[config.mk]
export PLATFORM = sky130hd
export DESIGN_NAME = cfgp_port
export DESIGN_NICKNAME = d
export VERILOG_FILES = /design/src/rtl/cfgp_pkg.sv /design/src/rtl/cfgp_wr_qual.sv /design/src/rtl/cfgp_tick_cnt.sv /design/src/rtl/cfgp_hold_reg.sv /design/src/rtl/cfgp_byte_cnt.sv /design/src/rtl/cfgp_port.sv
export SDC_FILE = /design/constraint.sdc
export NUM_CORES = 1
export LEC_CHECK = 0
export ABC_CLOCK_PERIOD_IN_PS = 2700
export BUFFER_PORTS_ARGS = -buffer_cell sky130_fd_sc_hd__buf_2
export CORE_AREA = 4 4 58 60
export CTS_CLUSTER_DIAMETER = 200
export DETAILED_ROUTE_END_ITERATION = 6
export DIE_AREA = 0 0 62 64
export GPL_TIMING_DRIVEN = 0
export MAX_ROUTING_LAYER = met4
export SETUP_SLACK_MARGIN = 0.3
export SYNTH_ARGS = -nofsm -noshare
export SYNTH_HDL_FRONTEND = slang
export SYNTH_HIERARCHICAL = 1
export SYNTH_SLANG_ARGS = --single-unit
export TNS_END_PERCENT = 1
[constraint.sdc]
create_clock -name cfg_clk -period 2.7 [get_ports cfg_clk]
set_clock_uncertainty 0.15 [all_clocks]
set_input_delay 0.675 -clock cfg_clk [delete_from_list [all_inputs] [get_ports cfg_clk]]
set_output_delay 0.675 -clock cfg_clk [all_outputs]
set_load 0.01 [all_outputs]
[src/rtl/cfgp_pkg.sv]
package cfgp_pkg;

    typedef enum logic [1:0] {
        ST_INIT = 2'd0,
        ST_IDLE = 2'd1,
        ST_PROC = 2'd2,
        ST_DONE = 2'd3
    } cfgp_state_e;

    typedef struct packed {
        cfgp_state_e state;
    } cfgp_fsm_t;

endpackage

[src/rtl/cfgp_wr_qual.sv]
module cfgp_wr_qual (
    input  logic wr_n,
    input  logic sel_a_n,
    input  logic sel_b_n,
    output logic take,
    output logic held
);
    logic strobe;
    logic selected;

    always_comb begin
        strobe   = ~wr_n;
        selected = ~sel_a_n & ~sel_b_n;
        take     = strobe & selected;
        held     = strobe & ~selected;
    end
endmodule

[src/rtl/cfgp_tick_cnt.sv]
module cfgp_tick_cnt #(
    parameter int CNT_W   = 2,
    parameter int RST_VAL = 0
) (
    input  logic             clk,
    input  logic             rst_n,
    input  logic             load,
    input  logic [CNT_W-1:0] load_val,
    input  logic             dec,
    output logic             zero
);
    localparam logic [CNT_W-1:0] RST_CNT = CNT_W'(RST_VAL);

    typedef struct packed {
        logic [CNT_W-1:0] cnt;
    } cnt_t;

    cnt_t cur_q, nxt_d;

    always_comb begin
        nxt_d = cur_q;
        if (load) begin
            nxt_d.cnt = load_val;
        end else if (dec && (cur_q.cnt != '0)) begin
            nxt_d.cnt = cur_q.cnt - 1'b1;
        end
        zero = (cur_q.cnt == '0);
    end

    always_ff @(posedge clk or negedge rst_n) begin
        if (!rst_n) begin
            cur_q.cnt <= RST_CNT;
        end else begin
            cur_q <= nxt_d;
        end
    end
endmodule

[src/rtl/cfgp_hold_reg.sv]
module cfgp_hold_reg #(
    parameter int DATA_W = 8
) (
    input  logic              clk,
    input  logic              rst_n,
    input  logic              capture,
    input  logic [DATA_W-1:0] din,
    input  logic              ready,
    output logic              valid,
    output logic [DATA_W-1:0] data,
    output logic              accept
);
    typedef struct packed {
        logic              valid;
        logic [DATA_W-1:0] data;
    } hold_t;

    hold_t cur_q, nxt_d;

    always_comb begin
        nxt_d  = cur_q;
        accept = cur_q.valid & ready;
        if (capture) begin
            nxt_d.valid = 1'b1;
            nxt_d.data  = din;
        end else if (accept) begin
            nxt_d.valid = 1'b0;
        end
        valid = cur_q.valid;
        data  = cur_q.data;
    end

    always_ff @(posedge clk or negedge rst_n) begin
        if (!rst_n) begin
            cur_q <= '0;
        end else begin
            cur_q <= nxt_d;
        end
    end

    AST_HOLD_STABLE: assert property (@(posedge clk) disable iff (!rst_n)
        (cur_q.valid && !ready) |=> (cur_q.valid && $stable(cur_q.data)));
endmodule

[src/rtl/cfgp_byte_cnt.sv]
module cfgp_byte_cnt #(
    parameter int TOTAL_BYTES = 16
) (
    input  logic clk,
    input  logic rst_n,
    input  logic inc,
    output logic last
);
    localparam int CNT_W = (TOTAL_BYTES > 1) ? $clog2(TOTAL_BYTES) : 1;
    localparam logic [CNT_W-1:0] LAST_IDX = CNT_W'(TOTAL_BYTES - 1);

    generate
        if (TOTAL_BYTES == 1) begin : g_single
            always_comb last = 1'b1;
        end else begin : g_count
            typedef struct packed {
                logic [CNT_W-1:0] cnt;
            } bc_t;

            bc_t cur_q, nxt_d;

            always_comb begin
                nxt_d = cur_q;
                if (inc && (cur_q.cnt != LAST_IDX)) begin
                    nxt_d.cnt = cur_q.cnt + 1'b1;
                end
                last = (cur_q.cnt == LAST_IDX);
            end

            always_ff @(posedge clk or negedge rst_n) begin
                if (!rst_n) begin
                    cur_q <= '0;
                end else begin
                    cur_q <= nxt_d;
                end
            end

            AST_COUNT_BOUND: assert property (@(posedge clk) disable iff (!rst_n)
                (last && !inc) |=> last);
        end
    endgenerate
endmodule

[src/rtl/cfgp_port.sv]
module cfgp_port #(
    parameter int DATA_W      = 8,
    parameter int PROC_CYCLES = 2,
    parameter int INIT_CYCLES = 4,
    parameter int TOTAL_BYTES = 16
) (
    input  logic              cfg_clk,
    input  logic              prog_n,
    input  logic              wr_n,
    input  logic              sel_a_n,
    input  logic              sel_b_n,
    input  logic [DATA_W-1:0] host_data,
    output logic              busy,
    output logic              init_n,
    output logic              done,
    output logic [DATA_W-1:0] sink_data,
    output logic              sink_valid,
    input  logic              sink_ready
);
    import cfgp_pkg::*;

    localparam int PROC_W = $clog2(PROC_CYCLES + 1);
    localparam int INIT_W = $clog2(INIT_CYCLES + 1);
    localparam logic [PROC_W-1:0] PROC_LOAD = PROC_W'(PROC_CYCLES - 1);
    localparam logic [INIT_W-1:0] INIT_LOAD = INIT_W'(INIT_CYCLES - 1);

    cfgp_fsm_t fsm_q, fsm_d;

    logic take;
    logic held;
    logic init_zero;
    logic init_dec;
    logic proc_zero;
    logic proc_load;
    logic proc_dec;
    logic capture;
    logic accept;
    logic last_byte;

    cfgp_wr_qual u_qual (
        .wr_n    (wr_n),
        .sel_a_n (sel_a_n),
        .sel_b_n (sel_b_n),
        .take    (take),
        .held    (held)
    );

    cfgp_tick_cnt #(
        .CNT_W   (INIT_W),
        .RST_VAL (INIT_CYCLES - 1)
    ) u_init_cnt (
        .clk      (cfg_clk),
        .rst_n    (prog_n),
        .load     (1'b0),
        .load_val (INIT_LOAD),
        .dec      (init_dec),
        .zero     (init_zero)
    );

    cfgp_tick_cnt #(
        .CNT_W   (PROC_W),
        .RST_VAL (0)
    ) u_proc_cnt (
        .clk      (cfg_clk),
        .rst_n    (prog_n),
        .load     (proc_load),
        .load_val (PROC_LOAD),
        .dec      (proc_dec),
        .zero     (proc_zero)
    );

    cfgp_hold_reg #(
        .DATA_W (DATA_W)
    ) u_hold (
        .clk     (cfg_clk),
        .rst_n   (prog_n),
        .capture (capture),
        .din     (host_data),
        .ready   (sink_ready),
        .valid   (sink_valid),
        .data    (sink_data),
        .accept  (accept)
    );

    cfgp_byte_cnt #(
        .TOTAL_BYTES (TOTAL_BYTES)
    ) u_bytes (
        .clk   (cfg_clk),
        .rst_n (prog_n),
        .inc   (accept),
        .last  (last_byte)
    );

    always_comb begin
        fsm_d     = fsm_q;
        init_dec  = 1'b0;
        proc_load = 1'b0;
        proc_dec  = 1'b0;
        capture   = 1'b0;
        unique case (fsm_q.state)
            ST_INIT: begin
                if (init_zero) begin
                    fsm_d.state = ST_IDLE;
                end else begin
                    init_dec = 1'b1;
                end
            end
            ST_IDLE: begin
                if (take) begin
                    capture     = 1'b1;
                    proc_load   = 1'b1;
                    fsm_d.state = ST_PROC;
                end
            end
            ST_PROC: begin
                proc_dec = ~proc_zero;
                if (accept && last_byte) begin
                    fsm_d.state = ST_DONE;
                end else if (proc_zero && (!sink_valid || accept)) begin
                    fsm_d.state = ST_IDLE;
                end
            end
            ST_DONE: begin
                fsm_d.state = ST_DONE;
            end
            default: begin
                fsm_d.state = ST_INIT;
            end
        endcase
    end

    always_ff @(posedge cfg_clk or negedge prog_n) begin
        if (!prog_n) begin
            fsm_q.state <= ST_INIT;
        end else begin
            fsm_q <= fsm_d;
        end
    end

    always_comb begin
        busy   = (fsm_q.state == ST_PROC);
        init_n = (fsm_q.state != ST_INIT);
        done   = (fsm_q.state == ST_DONE);
    end

    AST_TAKE_STARTS_BUSY: assert property (@(posedge cfg_clk) disable iff (!prog_n)
        (!busy && init_n && !done && !wr_n && !sel_a_n && !sel_b_n)
        |=> (busy && sink_valid && (sink_data == $past(host_data))));

    AST_SUSPEND_HOLDS: assert property (@(posedge cfg_clk) disable iff (!prog_n)
        (!busy && held) |=> (!busy && !sink_valid));

    AST_BUSY_MIN: assert property (@(posedge cfg_clk) disable iff (!prog_n)
        (busy && !proc_zero) |=> (busy || done));

    AST_STALL_KEEPS_BUSY: assert property (@(posedge cfg_clk) disable iff (!prog_n)
        (sink_valid && !sink_ready) |=> busy);

    AST_DONE_QUIET: assert property (@(posedge cfg_clk) disable iff (!prog_n)
        done |-> (!busy && !sink_valid));

    AST_DONE_STICKY: assert property (@(posedge cfg_clk) disable iff (!prog_n)
        done |=> done);

    AST_INIT_BLOCKS: assert property (@(posedge cfg_clk) disable iff (!prog_n)
        !init_n |-> (!busy && !done && !sink_valid));
endmodule

==> results.py, run 1 <==
metrics = {
    "run_status": {
        "status": "finished clean",
    },
    "cts": {
        "clkLatencyLatePin_ns": 0.30,
        "cts_resized": 0,
        "cts.sinks": 20,
        "tritoncts": "done",
        "clk_pin_slew_ns": 0.11,
        "cts_buffers": 3,
        "holdBufCountCts": 0,
        "post_cts_buffers": 0,
        "cts-root-buf": "clkbuf_4",
        "htree_levels": 1,
        "cts_buffer_depth": 2,
    },
    "sta": {
        "fin_crit_ns": 2.06,
        "hold_viol": 0,
        "setup_tns_ns": 0,
        "grt_setup_unrepaired": "no",
        "timing.final.ws_setup_ns": 0.637,
        "slew_violations": 0,
        "finalSetupViolations": 0,
        "finalCritPeriodShare_pct": 76.4,
        "max_freq_mhz": 485,
    },
    "floorplanning": {
        "die_w_um": 62,
        "io_pins": 26,
        "core_um2": 2930,
        "die_area_um2": 3970,
        "rows": 20,
        "start_util_pct": 37.0,
        "die_y_um": 64,
    },
    "routing": {
        "final_antenna_net_count": 0,
        "firstDrtPassIters": 2,
        "avgViaCountPerCell": 4.83,
        "wirelength_um": 2010,
        "drtIter0Drc": 35,
        "num_vias": 759,
        "wl_per_cell_um": 12.8,
        "drcViolationCount": 0,
    },
    "critical_path": {
        "crit_start": "u_init_cnt/cur_q[0]",
        "timing.rr.start": "u_init_cnt/cur_q[0]",
        "required_ns": 2.74,
        "crit_arrival_ns": 2.10,
        "path_class": "flop to flop",
        "end_kind": "flop",
        "crit_fanout": 5,
        "worstSetupStartpointType": "flop",
    },
    "final_layout": {
        "drive_above_1_share_pct": 37.1,
        "num_antenna_cells": 0,
        "nets": 143,
        "area_growth_pct": 19.7,
        "instances_no_fill": 157,
    },
    "placed_design": {
        "gp_congestion": 0.777,
        "dp_slack_ns": 0.427,
        "placedCellCount": 153,
        "port_buffers": 25,
        "hpwlAfterDp_um": 1540,
    },
    "grt": {
        "grt_pass1_wl_um": 3700,
        "antenna_found_initial": 0,
        "grt_pass1_vias": 798,
        "grt_max_degree": 21,
        "grtUsageTotal_pct": 12.4,
        "overflow": 0,
    },
    "pwr": {
        "peakVddDrop_mv": 0.579,
        "power_mw": 1.16,
        "power_density_nw_per_um2": 892,
        "leakage_nw": 0.617,
    },
    "logic_synthesis": {
        "yosysWarningCount": 6,
        "syn-cell-area_um2": 1080,
        "syn_inst": 91,
        "syn_area_per_cell_um2": 11.9,
    },
    "hold_path": {
        "min_path_type": "primary input to async pin",
    },
    "flow_run": {
        "drv_cap": 0,
    },
}
[state kept, by name, summed over array words and instances, names as in the netlist]
name                   count
u_hold/data                8
u_bytes/g_count.cur_q      4
u_init_cnt/cur_q           3
fsm_q                      2
u_proc_cnt/cur_q           2
u_hold/valid               1
[critical path, cell delays in order, from the launching register on]
cell,delay [ns]
dfstp_2,0.55
inv_1,0.04
ha_1,0.18
ha_1,0.24
nor3_2,0.29
nand2b_1,0.17
a221o_1,0.32
[power breakdown]
part           leakage, nW  switching [mW]  internal, mW
registers            0.238           0.103         0.428
clock network       0.0150          0.0896        0.0575
logic                0.364           0.214         0.263
total                0.617           0.407         0.748
[path summary, 6_finish.rpt]
kind                       slack [ns]             endpoint  cells after the start
min in group cfg_clk             0.37       u_hold/data[0]                      1
max in group asynchronous        1.90  u_init_cnt/cur_q[1]                      1
setup / recovery                 0.64  u_init_cnt/cur_q[2]                      6
hold / removal                   0.15       u_hold/data[1]                      1
setup reg to reg                 0.64  u_init_cnt/cur_q[2]                      6
hold reg to reg                  0.37       u_hold/data[0]                      1
[cell type report]
cell class	count	area, um2
well taps	33	41.3
inverters	7	26.3
fillers	288	1630
clock buffers	4	26.3
repair buffers	25	125
multi-input cells	66	551
plain buffers	2	22.5
flip-flops and latches	20	503
[per-stage QoR]
stage | cell area [um2] | hold WS [ns] | util (%)
4_1_cts | 1290 | 0.170 | 44.1
5_1_grt | 1290 | 0.175 | 44.2
2_1_floorplan | 1100 | 0.229 | -
6_report | 1290 | 0.152 | 44.2
3_5_place_dp | 1260 | 0.343 | 43.2
3_3_place_gp | 1260 | 0.340 | 43.2
[per-layer routing]
metal / global-route usage, % / up-vias / part of all wire, %
met5: - / - / 0
met4: 3.18 / 0 / 0.55
met3: 4.04 / 2 / 3.2
met2: 19.3 / 7 / 51
met1: 15.3 / 363 / 45
li1: - / 387 / -
[layout by cell type (no fill, tap or decap)]
master and n:
a21o_2 1, a21oi_1 2, a221o_1 3, a311oi_2 1
a31oi_1 2, and2_1 2, and2b_1 1, and2b_4 1
and3_1 1, and3b_2 1, buf_2 25, buf_6 2
clkbuf_1 1, clkbuf_4 3, conb_1 6, dfrtp_1 18
dfstp_2 2, ha_1 4, inv_1 7, mux2_1 1
mux2_4 8, mux2i_1 1, nand2_1 3, nand2b_1 7
nand4_1 3, nor2b_1 5, nor3_1 1, nor3_2 1
nor4b_1 3, o211ai_1 2, o211ai_2 1, o21ai_0 1
o311ai_0 1, or2_1 1, or4b_1 2
(Power assumes the default switching activity.)
==> run 2, diff against run 1 <==
Settings changed: ABC_AREA from default to 1, ABC_CLOCK_PERIOD_IN_PS 2700 to 2050.
Clock period 2.7 ns to 2.05 ns, I/O delays scaled along.
==> results.py, run 2 <==
metrics = {
    "floorplanning": {
        "die_area_um2": 3970,
        "start_util_pct": 36.9,
        "rows": 20,
        "core_um2": 2930,
        "die_w_um": 62,
        "io_pins": 26,
        "die_y_um": 64,
    },
    "critical_path": {
        "crit_fanout": 5,
        "reg2regPathDepth": 9,
        "worstSetupStartpointType": "flop",
        "path_class": "flop to output port",
        "crit_arrival_ns": 1.08,
        "required_ns": 1.39,
        "end_kind": "output port",
    },
    "final_layout": {
        "layout_common_cells": "nand2_1, buf_2, inv_1, dfrtp_1, conb_1",
        "final_area_um2": 1360,
        "mostFrequentLayoutCell": "nand2_1",
        "area_growth_pct": 25.3,
        "largest_reg_flops": 8,
        "drive_above_1_share_pct": 27.1,
        "num_antenna_cells": 0,
        "nets": 207,
        "final_core_util_pct": 46.3,
    },
    "sta": {
        "grt_setup_unrepaired": "yes",
        "setup_tns_ns": 0,
        "max_freq_mhz": 575,
        "slew_violations": 0,
        "hold_viol": 0,
        "fin_crit_ns": 1.74,
        "timing.final.ws_setup_ns": 0.311,
        "finalCritPeriodShare_pct": 84.8,
        "finalSetupViolations": 0,
    },
    "pwr": {
        "p_comb_share_pct": 46.1,
        "seqPwrFrac_pct": 42.8,
        "power.switching_uw": 674,
        "intPower_mw": 1.00,
        "power_density_nw_per_um2": 1240,
        "swShare_pct": 40.2,
        "leakage_nw": 0.822,
        "clkPwrFrac_pct": 11.1,
        "peakVddDrop_mv": 0.571,
    },
    "cts": {
        "cts-root-buf": "clkbuf_4",
        "clkLatencyLatePin_ns": 0.29,
        "cts.sinks": 20,
        "clk_pin_slew_ns": 0.10,
        "tritoncts": "done",
        "cts_buffers": 3,
        "htree_levels": 1,
        "cts_buffer_depth": 2,
    },
    "logic_synthesis": {
        "yosysWarningCount": 6,
        "syn_area_per_cell_um2": 7.40,
        "syn-cell-area_um2": 1080,
        "syn_inst": 146,
    },
    "placed_design": {
        "dpl_cell_area_um2": 1280,
        "hpwlAfterDp_um": 1510,
        "port_buffers": 25,
        "gp_congestion": 0.714,
        "dp_slack_ns": 0.146,
    },
    "grt": {
        "antenna_found_initial": 0,
        "grt_pass1_vias": 824,
        "grt_pass1_wl_um": 3260,
        "grt_max_degree": 21,
        "overflow": 0,
        "grtUsageTotal_pct": 10.8,
    },
    "routing": {
        "wl_per_cell_um": 8.73,
        "wirelength_um": 1930,
        "drtIter0Drc": 25,
        "firstDrtPassIters": 4,
        "final_antenna_net_count": 0,
        "num_vias": 921,
        "drcViolationCount": 0,
        "avgViaCountPerCell": 4.17,
    },
    "hold_path": {
        "min_path_cells": 3,
        "min_path_type": "primary input to flop",
    },
    "flow_run": {
        "drv_cap": 0,
    },
    "run_status": {
        "status": "finished clean",
    },
}
## run 2: repair_timing
item / CTS / global route
endpoints found under the setup margin: 4 / 11
resized for setup: 1 / 4
setup buffers: 0 / 2
hold endpoints to repair: 8 / 0
hold buffers: 1 / 0
pin swaps: 0 / 1
## run 2: power groups by stage
stage	clock network [mW]	logic, mW	registers [mW]
global placement	0	0.700	0.712
detailed placement	0	0.713	0.720
floorplan	0	0.464	0.741
CTS	0.204	0.723	0.713
finish	0.186	0.772	0.717
global route	0.220	0.896	0.740
## run 2: stage by stage
stage | instances | hold WS (ns) | total power [mW]
finish | 221 | 0.264 | 1.67
global route | 221 | 0.253 | 1.86
CTS | 219 | 0.247 | 1.64
detailed placement | 214 | 0.306 | 1.43
global placement | 214 | 0.301 | 1.41
floorplan | 156 | 0.0669 | 1.21
## run 2: layout make-up
| cell class | instances | area, um2 |
|---|---|---|
| buffer | 1 | 11.3 |
| clock buffer | 4 | 26.3 |
| fill | 299 | 1570 |
| inverter | 27 | 101 |
| multi-input combinational | 108 | 522 |
| sequential | 20 | 503 |
| tap | 33 | 41.3 |
| timing repair buffer | 28 | 150 |
## run 2: routing by layer
metal | GRT usage [%] | part of all wire, % | up-vias
li1 | - | - | 510
met1 | 13.3 | 46 | 398
met2 | 17.7 | 50 | 13
met3 | 1.82 | 4.3 | 0
met4 | 3.18 | 0 | 0
met5 | - | 0 | -
## run 2: path summary, 6_finish.rpt
check                      slack (ns)                start                        to
setup reg to reg                 0.38  u_init_cnt/cur_q[0]       u_init_cnt/cur_q[0]
hold / removal                   0.26         host_data[4]            u_hold/data[4]
hold reg to reg                  0.33       u_hold/data[1]            u_hold/data[1]
setup / recovery                 0.31             fsm_q[0]                      busy
max in group asynchronous        0.88               prog_n       u_init_cnt/cur_q[0]
min in group asynchronous        0.53               prog_n  u_bytes/g_count.cur_q[0]
## run 2: critical path, stage by stage (launching register included)
cell     delay (ns)
dfrtp_1        0.45
inv_2          0.11
nand2_4        0.06
inv_1          0.05
buf_2          0.12
